$ cat src/rtl/ld_page_walker.sv
module ld_page_walker #(
  parameter int PA_W = 48,
  parameter int VA_W = 48
)(
  input  logic            clk,
  input  logic            rst_n,
  input  logic            start,
  input  logic [VA_W-1:0] va,
  input  logic [PA_W-1:0] tbl_base,
  input  logic [1:0]      start_lvl,
  input  logic [1:0]      gran,
  input  logic            hi_priv,
  input  logic [5:0]      pa_bits,
  output logic            busy,
  output logic            rd_req,
  output logic [PA_W-1:0] rd_addr,
  input  logic            rd_valid,
  input  logic [63:0]     rd_data,
  output logic            done,
  output logic [1:0]      fault,
  output logic [1:0]      end_lvl,
  output logic [PA_W-1:0] out_pa,
  output logic [4:0]      out_size,
  output logic            out_xn,
  output logic            out_pxn,
  output logic [1:0]      out_ap,
  output logic            out_ns,
  output logic            out_ng,
  output logic [1:0]      out_sh,
  output logic [2:0]      out_attr,
  output logic            out_contig
);
  localparam logic [1:0] F_NONE  = 2'd0;
  localparam logic [1:0] F_TRANS = 2'd1;
  localparam logic [1:0] F_AFLAG = 2'd2;
  localparam logic [1:0] F_ASIZE = 2'd3;

  typedef enum logic {S_IDLE, S_FETCH} st_t;
  st_t st;

  logic [VA_W-1:0] va_r;
  logic [PA_W-1:0] base_r;
  logic [1:0]      lvl_r, gran_r;
  logic [5:0]      pab_r;
  logic            hp_r;
  logic            acc_xn, acc_pxn, acc_nw, acc_nu, acc_ns;

  logic [4:0]  gw, stride, leaf_n;
  logic [6:0]  idx_lo;
  logic [63:0] va64, idx, desc_ptr, tbl_next, lo_mask, leaf_pa;
  logic        is_tbl, is_page, is_blk, tbl_big, leaf_big, step_tbl;
  logic        fin;
  logic [1:0]  fin_code, fin_lvl;

  always_comb begin
    gw       = (gran_r == 2'd0) ? 5'd12 : (gran_r == 2'd1) ? 5'd14 : 5'd16;
    stride   = gw - 5'd3;
    idx_lo   = 7'(stride) * 7'(2'd3 - lvl_r) + 7'(gw);
    va64     = 64'(va_r);
    idx      = (va64 >> idx_lo) & ((64'd1 << stride) - 64'd1);
    desc_ptr = (64'(base_r) & ~64'd7) | (idx << 3);
    tbl_next = 64'(rd_data[PA_W-1:0]) & ~((64'd1 << gw) - 64'd1);
    tbl_big  = (tbl_next >> pab_r) != 64'd0;
  end

  assign is_tbl  = rd_data[1:0] == 2'b11 && lvl_r != 2'd3;
  assign is_page = rd_data[1:0] == 2'b11 && lvl_r == 2'd3;
  assign is_blk  = rd_data[1:0] == 2'b01 &&
                   ((gran_r == 2'd0) ? (lvl_r == 2'd1 || lvl_r == 2'd2) : (lvl_r == 2'd2));

  always_comb begin
    if (is_page)             leaf_n = gw;
    else if (gran_r == 2'd0) leaf_n = (lvl_r == 2'd1) ? 5'd30 : 5'd21;
    else if (gran_r == 2'd1) leaf_n = 5'd25;
    else                     leaf_n = 5'd29;
    lo_mask  = (64'd1 << leaf_n) - 64'd1;
    leaf_pa  = (64'(rd_data[PA_W-1:0]) & ~lo_mask) | (va64 & lo_mask);
    leaf_big = (leaf_pa >> pab_r) != 64'd0;
  end

  assign step_tbl = is_tbl && !tbl_big;

  always_comb begin
    fin      = 1'b0;
    fin_code = F_TRANS;
    fin_lvl  = lvl_r;
    if (st == S_IDLE) begin
      fin     = start && gran == 2'd3;
      fin_lvl = start_lvl;
    end else if (rd_valid && !step_tbl) begin
      fin = 1'b1;
      if (is_tbl)                 fin_code = F_ASIZE;
      else if (is_page || is_blk) fin_code = leaf_big ? F_ASIZE : (!rd_data[10] ? F_AFLAG : F_NONE);
    end
  end

  assign busy    = st == S_FETCH;
  assign rd_req  = st == S_FETCH;
  assign rd_addr = desc_ptr[PA_W-1:0];

  always_ff @(posedge clk or negedge rst_n) begin
    if (!rst_n) begin
      st <= S_IDLE;
      va_r <= '0; base_r <= '0; lvl_r <= '0; gran_r <= '0; pab_r <= '0; hp_r <= 1'b0;
      {acc_xn, acc_pxn, acc_nw, acc_nu, acc_ns} <= '0;
    end else if (st == S_IDLE) begin
      if (start) begin
        va_r   <= va;
        base_r <= tbl_base;
        lvl_r  <= start_lvl;
        gran_r <= gran;
        pab_r  <= pa_bits;
        hp_r   <= hi_priv;
        {acc_xn, acc_pxn, acc_nw, acc_nu, acc_ns} <= '0;
        if (gran != 2'd3) st <= S_FETCH;
      end
    end else if (rd_valid) begin
      if (step_tbl) begin
        base_r  <= tbl_next[PA_W-1:0];
        lvl_r   <= lvl_r + 2'd1;
        acc_ns  <= acc_ns  | rd_data[63];
        acc_nw  <= acc_nw  | rd_data[62];
        acc_nu  <= acc_nu  | rd_data[61];
        acc_xn  <= acc_xn  | rd_data[60];
        acc_pxn <= acc_pxn | rd_data[59];
      end else begin
        st <= S_IDLE;
      end
    end
  end

  always_ff @(posedge clk or negedge rst_n) begin
    if (!rst_n) begin
      done <= 1'b0; fault <= F_NONE; end_lvl <= '0; out_pa <= '0; out_size <= '0;
      {out_xn, out_pxn, out_ap, out_ns, out_ng, out_sh, out_attr, out_contig} <= '0;
    end else begin
      done <= fin;
      if (fin) begin
        fault   <= fin_code;
        end_lvl <= fin_lvl;
        if (fin_code == F_NONE) begin
          out_pa     <= leaf_pa[PA_W-1:0];
          out_size   <= leaf_n;
          out_xn     <= rd_data[54] | acc_xn;
          out_pxn    <= rd_data[53] | acc_pxn;
          out_ap     <= {rd_data[7] | acc_nw, rd_data[6] & ~acc_nu};
          out_ns     <= rd_data[5] | acc_ns;
          out_ng     <= hp_r ? 1'b0 : rd_data[11];
          out_sh     <= rd_data[9:8];
          out_attr   <= rd_data[4:2];
          out_contig <= rd_data[52];
        end else begin
          out_pa   <= '0;
          out_size <= '0;
          {out_xn, out_pxn, out_ap, out_ns, out_ng, out_sh, out_attr, out_contig} <= '0;
        end
      end
    end
  end
endmodule

$ cat config.mk
export PLATFORM = sky130hd
export DESIGN_NAME = ld_page_walker
export DESIGN_NICKNAME = d
export VERILOG_FILES = /design/src/rtl/ld_page_walker.sv
export SDC_FILE = /design/constraint.sdc
export NUM_CORES = 1
export LEC_CHECK = 0
export BUFFER_PORTS_ARGS = -buffer_cell sky130_fd_sc_hd__buf_2
export CORE_UTILIZATION = 55
export CTS_CLUSTER_SIZE = 28
export DETAILED_ROUTE_END_ITERATION = 16
export GPL_TIMING_DRIVEN = 0
export PLACE_DENSITY_LB_ADDON = 0.12
export SLEW_MARGIN = 15
export SYNTH_ARGS = -nofsm -noshare
export SYNTH_HDL_FRONTEND = slang
export SYNTH_SLANG_ARGS = --single-unit
$ cat constraint.sdc
create_clock -name clk -period 12.8 [get_ports clk]
set_input_delay 1.92 -clock clk [delete_from_list [all_inputs] [get_ports clk]]
set_output_delay 1.92 -clock clk [all_outputs]
set_load 0.005 [all_outputs]
# ---- After elaboration in Yosys (flattened, before gate mapping)
# Cells that the tools add are included.
dict set report op_classes {
  n_bitwise 20
  shifts 6
  eq_ne 11
  reduce_logical 17
  n_lt_le_gt_ge 0
  addsub 7
  muxes 56
  div 0
  mul 1
}
# cell n
set op_table {}
lappend op_table {{48-bit 2-to-1 mux} 5}
lappend op_table {{48-bit by 64-bit bitwise AND with 64-bit output} 3}
lappend op_table {{64-bit inverter} 2}
lappend op_table {{64-bit nonzero test} 2}
lappend op_table {{1-bit by 5-bit left shift with 64-bit output (first input constant)} 2}
lappend op_table {{64-bit by 6-bit right shift with 64-bit output} 2}
lappend op_table {{64-bit by 1-bit subtractor with 64-bit output (second input constant)} 2}
lappend op_table {{64-bit bitwise OR} 1}
lappend op_table {{48-bit bitwise OR} 1}
lappend op_table {{48-bit by 7-bit right shift with 45-bit output} 1}
lappend op_table {{45-bit bitwise AND} 1}
lappend op_table {{1-bit by 5-bit left shift with 45-bit output (first input constant)} 1}
lappend op_table {{45-bit by 1-bit subtractor with 45-bit output (second input constant)} 1}
lappend op_table {{1-bit 2-to-1 mux} 30}
lappend op_table {{2-bit 2-to-1 mux} 13}
lappend op_table {{5-bit 2-to-1 mux} 4}
lappend op_table {{1-bit bitwise OR} 9}
lappend op_table {{2-bit == test (second input constant)} 4}
lappend op_table {{4-bit 2-to-1 mux} 2}
lappend op_table {{7-bit by 5-bit adder with 7-bit output} 1}
lappend op_table {{6-bit by 3-bit multiplier with 7-bit output} 1}
lappend op_table {{2-bit by 1-bit == test with 1-bit output (second input constant)} 3}
lappend op_table {{1-bit logical AND} 6}
lappend op_table {{3-bit 2-to-1 mux} 2}
lappend op_table {{other kinds (13)} 19}
dict set report totals {
  elab_cells 143
  output_inout_bits 120
  memories 0
  register_bits 183
  inputBits 175
  rom_bits 0
  latch_bits 0
  mem_bits_rw 0
}

# ---- Logic depth before layout (Yosys ltp)
dict set report logic_depth {
  ltp_word 18
  depth_mapped 20
  mapped_depth_nobuf 17
}

# ---- Worst setup path after synthesis
# OpenSTA, ideal clock, no wires.
dict set report synth_timing {
  path_kind {reg2out}
  from {reg gran_r[1]}
  to {out rd_addr[13]}
  path_buffers 6
  path_stages_with_launch 21
  arrival_time_ns 4.542
  t_required_ns 10.880
  slack_ns 6.338
  cell_sequence {dfrtp_1 clkbuf_1 clkbuf_1 clkinv_1 nand2_1 nor2_1 ha_1 ha_1 clkbuf_1 buf_1 buf_1 clkbuf_1 mux2i_1 nand2_1 o21ai_0 nor2_1 a21oi_1 nor2_1 mux2i_1 o22ai_1 a31o_2}
}
dict set report synth_between {
  elab_chain_cells 9
}
# element line_no
set synth_lines {}
lappend synth_lines {{start: declaration} 43} ;# logic [1:0] lvl_r, gran_r;
lappend synth_lines {{start signal: assignment} 111} ;# gran_r <= gran;
lappend synth_lines {{2-bit by 1-bit == test with 1-bit output} 56} ;# gw = (gran_r == 2'd0) ? 5'd12 : (gran_r == 2'd1) ? 5'd14 : 5'd16;
lappend synth_lines {{5-bit 2-to-1 mux} 56}
lappend synth_lines {{5-bit 2-to-1 mux (*)} 56}
lappend synth_lines {{5-bit by 2-bit subtractor with 5-bit output} 57} ;# stride = gw - 5'd3;
lappend synth_lines {{6-bit by 3-bit multiplier with 7-bit output} 58} ;# idx_lo = 7'(stride) * 7'(2'd3 - lvl_r) + 7'(gw);
lappend synth_lines {{7-bit by 5-bit adder with 7-bit output} 58}
lappend synth_lines {{48-bit by 7-bit right shift with 45-bit output} 60} ;# idx = (va64 >> idx_lo) & ((64'd1 << stride) - 64'd1);
lappend synth_lines {{45-bit bitwise AND (*)} 60}
lappend synth_lines {{48-bit bitwise OR (*)} 61} ;# desc_ptr = (64'(base_r) & ~64'd7) | (idx << 3);
lappend synth_lines {{end: declaration} 16} ;# output logic [PA_W-1:0] rd_addr,
# Every way passes the cells marked *; elsewhere a longest branch is shown, timed or not.

# ---- Worst setup path in the final report
# Ends and elaborated chain as after synthesis.

==> results.yml <==
global_route:
  groute.layer.met1.usage_pct: 62.2
  maximum_number_of_pins_on_one_net_before_global_route_repair: 74
  globalRouteTotalUtil_pct: 44.3
  number_of_global_route_vias_before_repair: 12700
  grt_first_pass_wirelength_um: 79700
  grt_busiest_layer: "met2"
  met2_usage_pct: 63.2
  gr_ovfl_total: 0
  antenna_violations_before_repair: 0
  grt_util_met3_pct: 13.6
worst_setup_path:
  timing.critical_path.fanout_max: 10
  worst_ep_required_time_ns: 10.88
  setup.worst_path.start: "gran_r[1]$_DFFE_PN0P_"
  arrival_time_reported_for_the_critical_path_endpoint_ns: 6.91
  critPathLaunchType: "register"
  worstSetupPathType: "reg2out"
  r2r-start: "gran_r[1]$_DFFE_PN0P_"
  path_common_cell: "sky130_fd_sc_hd__clkbuf_1"
  cp_cell_sequence: "clkbuf_1 > clkbuf_1 > clkinv_1 > nand2_1 > nor2_1 > ha_1 > ha_1 > clkbuf_1 > buf_1 > buf_1 > clkbuf_1 > mux2i_1 > nand2_1 > o21ai_0 > nor2_1 > a21oi_1 > nor2_1 > mux2i_1 > o22ai_1 > a31o_2 > buf_2"
  end_kind: "output pin"
  cpPeakStageDelay_ns: 0.61
  crit_path_top_delay_cell: "sky130_fd_sc_hd__buf_1"
timing:
  final_hold_viol_count: 0
  worst-slew-pin-transition_ns: 0.990
  fin_setup_tns_ns: 0
  postLayoutSetupSlackWorst_ns: 3.97
  final.period_utilization_pct: 69.0
  maxSlewHeadroom_pct: 33.8
  max_freq_mhz: 113
  rsz0062_at_grt: "no"
  timing.final.max_slew_violations: 0
  setup_viol: 0
  clock-skew-final_ns: 0.0182
  period_minus_slack_ns: 8.83
route:
  post_drt_wl_per_cell_um: 26.2
  first_iter_violations: 1667
  route.vias.total: 13800
  post_detailed_route_count_of_antenna_violating_nets: 0
  remaining_drc_errors: 0
  routed_via_density: 6.64
  postRouteWirelength_um: 54500
  dr.pass1.iters: 6
placed_design:
  place.port_buffers: 279
  placed_cell_area_um2: 15100
  place.detailed.hpwl_um: 42300
  gp_routability_congestion: 1.01
  post-place-ws_ns: 4.67
synthesis:
  synth-edff-count: 0
  ys_ff_latch: 180
  fraction_of_registers_with_async_set_reset_pct: 100
  netlist_instances: 1444
  ys_types: 85
  synth_flop_cell: "sky130_fd_sc_hd__dfrtp_1"
  postSynthAreaPerCell_um2: 9.18
  yosysSeqAreaShare_pct: 34.0
  ys.warnings.count: 0
  area_of_the_mapped_netlist_um2: 13300
clocking:
  post_cts.repair.setup_buffers: 0
  cts_buffer_depth: 2
  cts.root.buffer_cell: "sky130_fd_sc_hd__clkbuf_16"
  cts.reportedPaths.clkPinSlew_ns: 0.08
  clock_insertion_delay_worst_skew_ns: 0.45
  tritoncts: "yes"
  cts-hold-fix-buffers: 0
  tritoncts.num_buffers: 17
  post_cts.resized_instances: 0
  numClockSinks: 180
  cts_htree_levels: 4
floorplanning:
  die_width_um: 157
  floorplan.io_pins: 295
  num_rows: 56
  floorplan.initialDensity_pct: 56.3
  core_um2: 23500
  die_height_um: 157
  fp.dieArea_um2: 24700
layout:
  diodes_inserted: 0
  fillerInstances: 1903
  nets: 1949
  layout.cells.most_common_list: "303 x sky130_fd_sc_hd__buf_2, 252 x sky130_fd_sc_hd__nand2_1, 180 x sky130_fd_sc_hd__dfrtp_1, 84 x sky130_fd_sc_hd__clkbuf_1, 79 x sky130_fd_sc_hd__nor2_1"
  sequential_cell_area_um2: 4500
  multi_input_area_um2: 7980
  non_filler_cell_area_final_um2: 15700
  post_synthesis_to_final_layout_area_growth_pct: 18.6
  most_common_cell_after_layout_fill_and_taps_aside: "sky130_fd_sc_hd__buf_2"
  final_layout_size_suffix_gt1_share_pct: 28.8
outcome:
  run_status: "complete, no violations"
run:
  maxCapViolCount: 0
worst_hold_path:
  hold_class: "reg2reg"
  timing.hold.worst.start: "out_pa[27]$_DFFE_PN0P_"
-- critical path: cells and delay by family (launching register included) --
family                     cells  cell delay (ns)
muxes                          2             0.42
DFF                            1             0.42
adders and majority gates      2             0.59
and+or+nand+nor                5             0.56
buffers and inverters          8             3.62
AOI/OAI and AO/OA              4             0.85
-- sequential cells by signal (all words and copies together), names as in the netlist, 2 cells and up --
register / count
pab_r: 6
gran_r: 2
out_attr: 3
out_ap: 2
out_pa: 48
lvl_r: 2
fault: 2
out_sh: 2
va_r: 48
out_size: 5
end_lvl: 2
base_r: 45
-- synth_stat cells, types with 32 or more instances --
| cell type | number | area [um^2] |
|---|---|---|
| sky130_fd_sc_hd__mux2i_1 | 64 | 641 |
| sky130_fd_sc_hd__mux4_2 | 43 | 968 |
| sky130_fd_sc_hd__o21ai_0 | 60 | 300 |
| sky130_fd_sc_hd__nand2_1 | 252 | 946 |
| sky130_fd_sc_hd__a21oi_1 | 63 | 315 |
| sky130_fd_sc_hd__inv_1 | 32 | 120 |
| sky130_fd_sc_hd__mux2_2 | 70 | 788 |
| sky130_fd_sc_hd__dfrtp_1 | 180 | 4500 |
| sky130_fd_sc_hd__clkbuf_1 | 84 | 315 |
| sky130_fd_sc_hd__nor2_1 | 79 | 297 |
| sky130_fd_sc_hd__nor3_1 | 32 | 160 |
| sky130_fd_sc_hd__a22o_1 | 51 | 447 |
| sky130_fd_sc_hd__mux2_1 | 40 | 450 |
-- cell type report --
type                    count  share of cell area (%)
plain buffers             139                    4.07
clock buffers              17                    2.71
clock inverters            15                    1.03
inverters                  40                   0.955
multi-input cells        1091                    50.8
flip-flops and latches    180                    28.6
well taps                 319                    2.54
repair buffers            281                    9.29
-- metrics by stage --
stage | util [%] | hold slack, ns | std cells
2_1_floorplan | - | 0.454 | 1450
3_3_place_gp | 64.0 | 0.456 | 2048
3_5_place_dp | 64.3 | 0.463 | 2050
4_1_cts | 66.8 | 0.481 | 2082
5_1_grt | 66.8 | 0.492 | 2082
6_report | 66.8 | 0.476 | 2082
-- routing by layer --
metal / wire length, um / share of wire, %
met1: 21900 / 40
met2: 22300 / 41
met3: 7810 / 14
met4: 2470 / 4.5
met5: 0 / 0
-- logic make-up (layout without fill, tap and decap cells) --
logic type,Yosys count,after routing,synth area share [%]
DFF,180,180,34.0
adders and majority gates,24,24,2.49
buffers and inverters,179,492,5.96
xor gates and xnor gates,5,5,0.330
AOI/OAI and AO/OA,362,362,19.3
muxes,218,218,21.6
and+or+nand+nor,474,474,16.2
other,2,8,0.0567
-- worst paths after layout --
check	end	slack [ns]	depth (start not counted)
max	rd_addr[13]	3.97	21
min	out_pa[27]$_DFFE_PN0P_	0.48	1
max reg2reg	out_size[1]$_DFFE_PN0P_	7.16	18
min reg2reg	out_pa[27]$_DFFE_PN0P_	0.48	1
max in group asynchronous	out_pa[18]$_DFFE_PN0P_	10.40	3
min in group asynchronous	base_r[9]$_DFFE_PN0P_	1.36	1
Power is left out: the tool's default activity adds up to more than one toggle a clock period on the data nets, which glitch-free logic cannot reach.
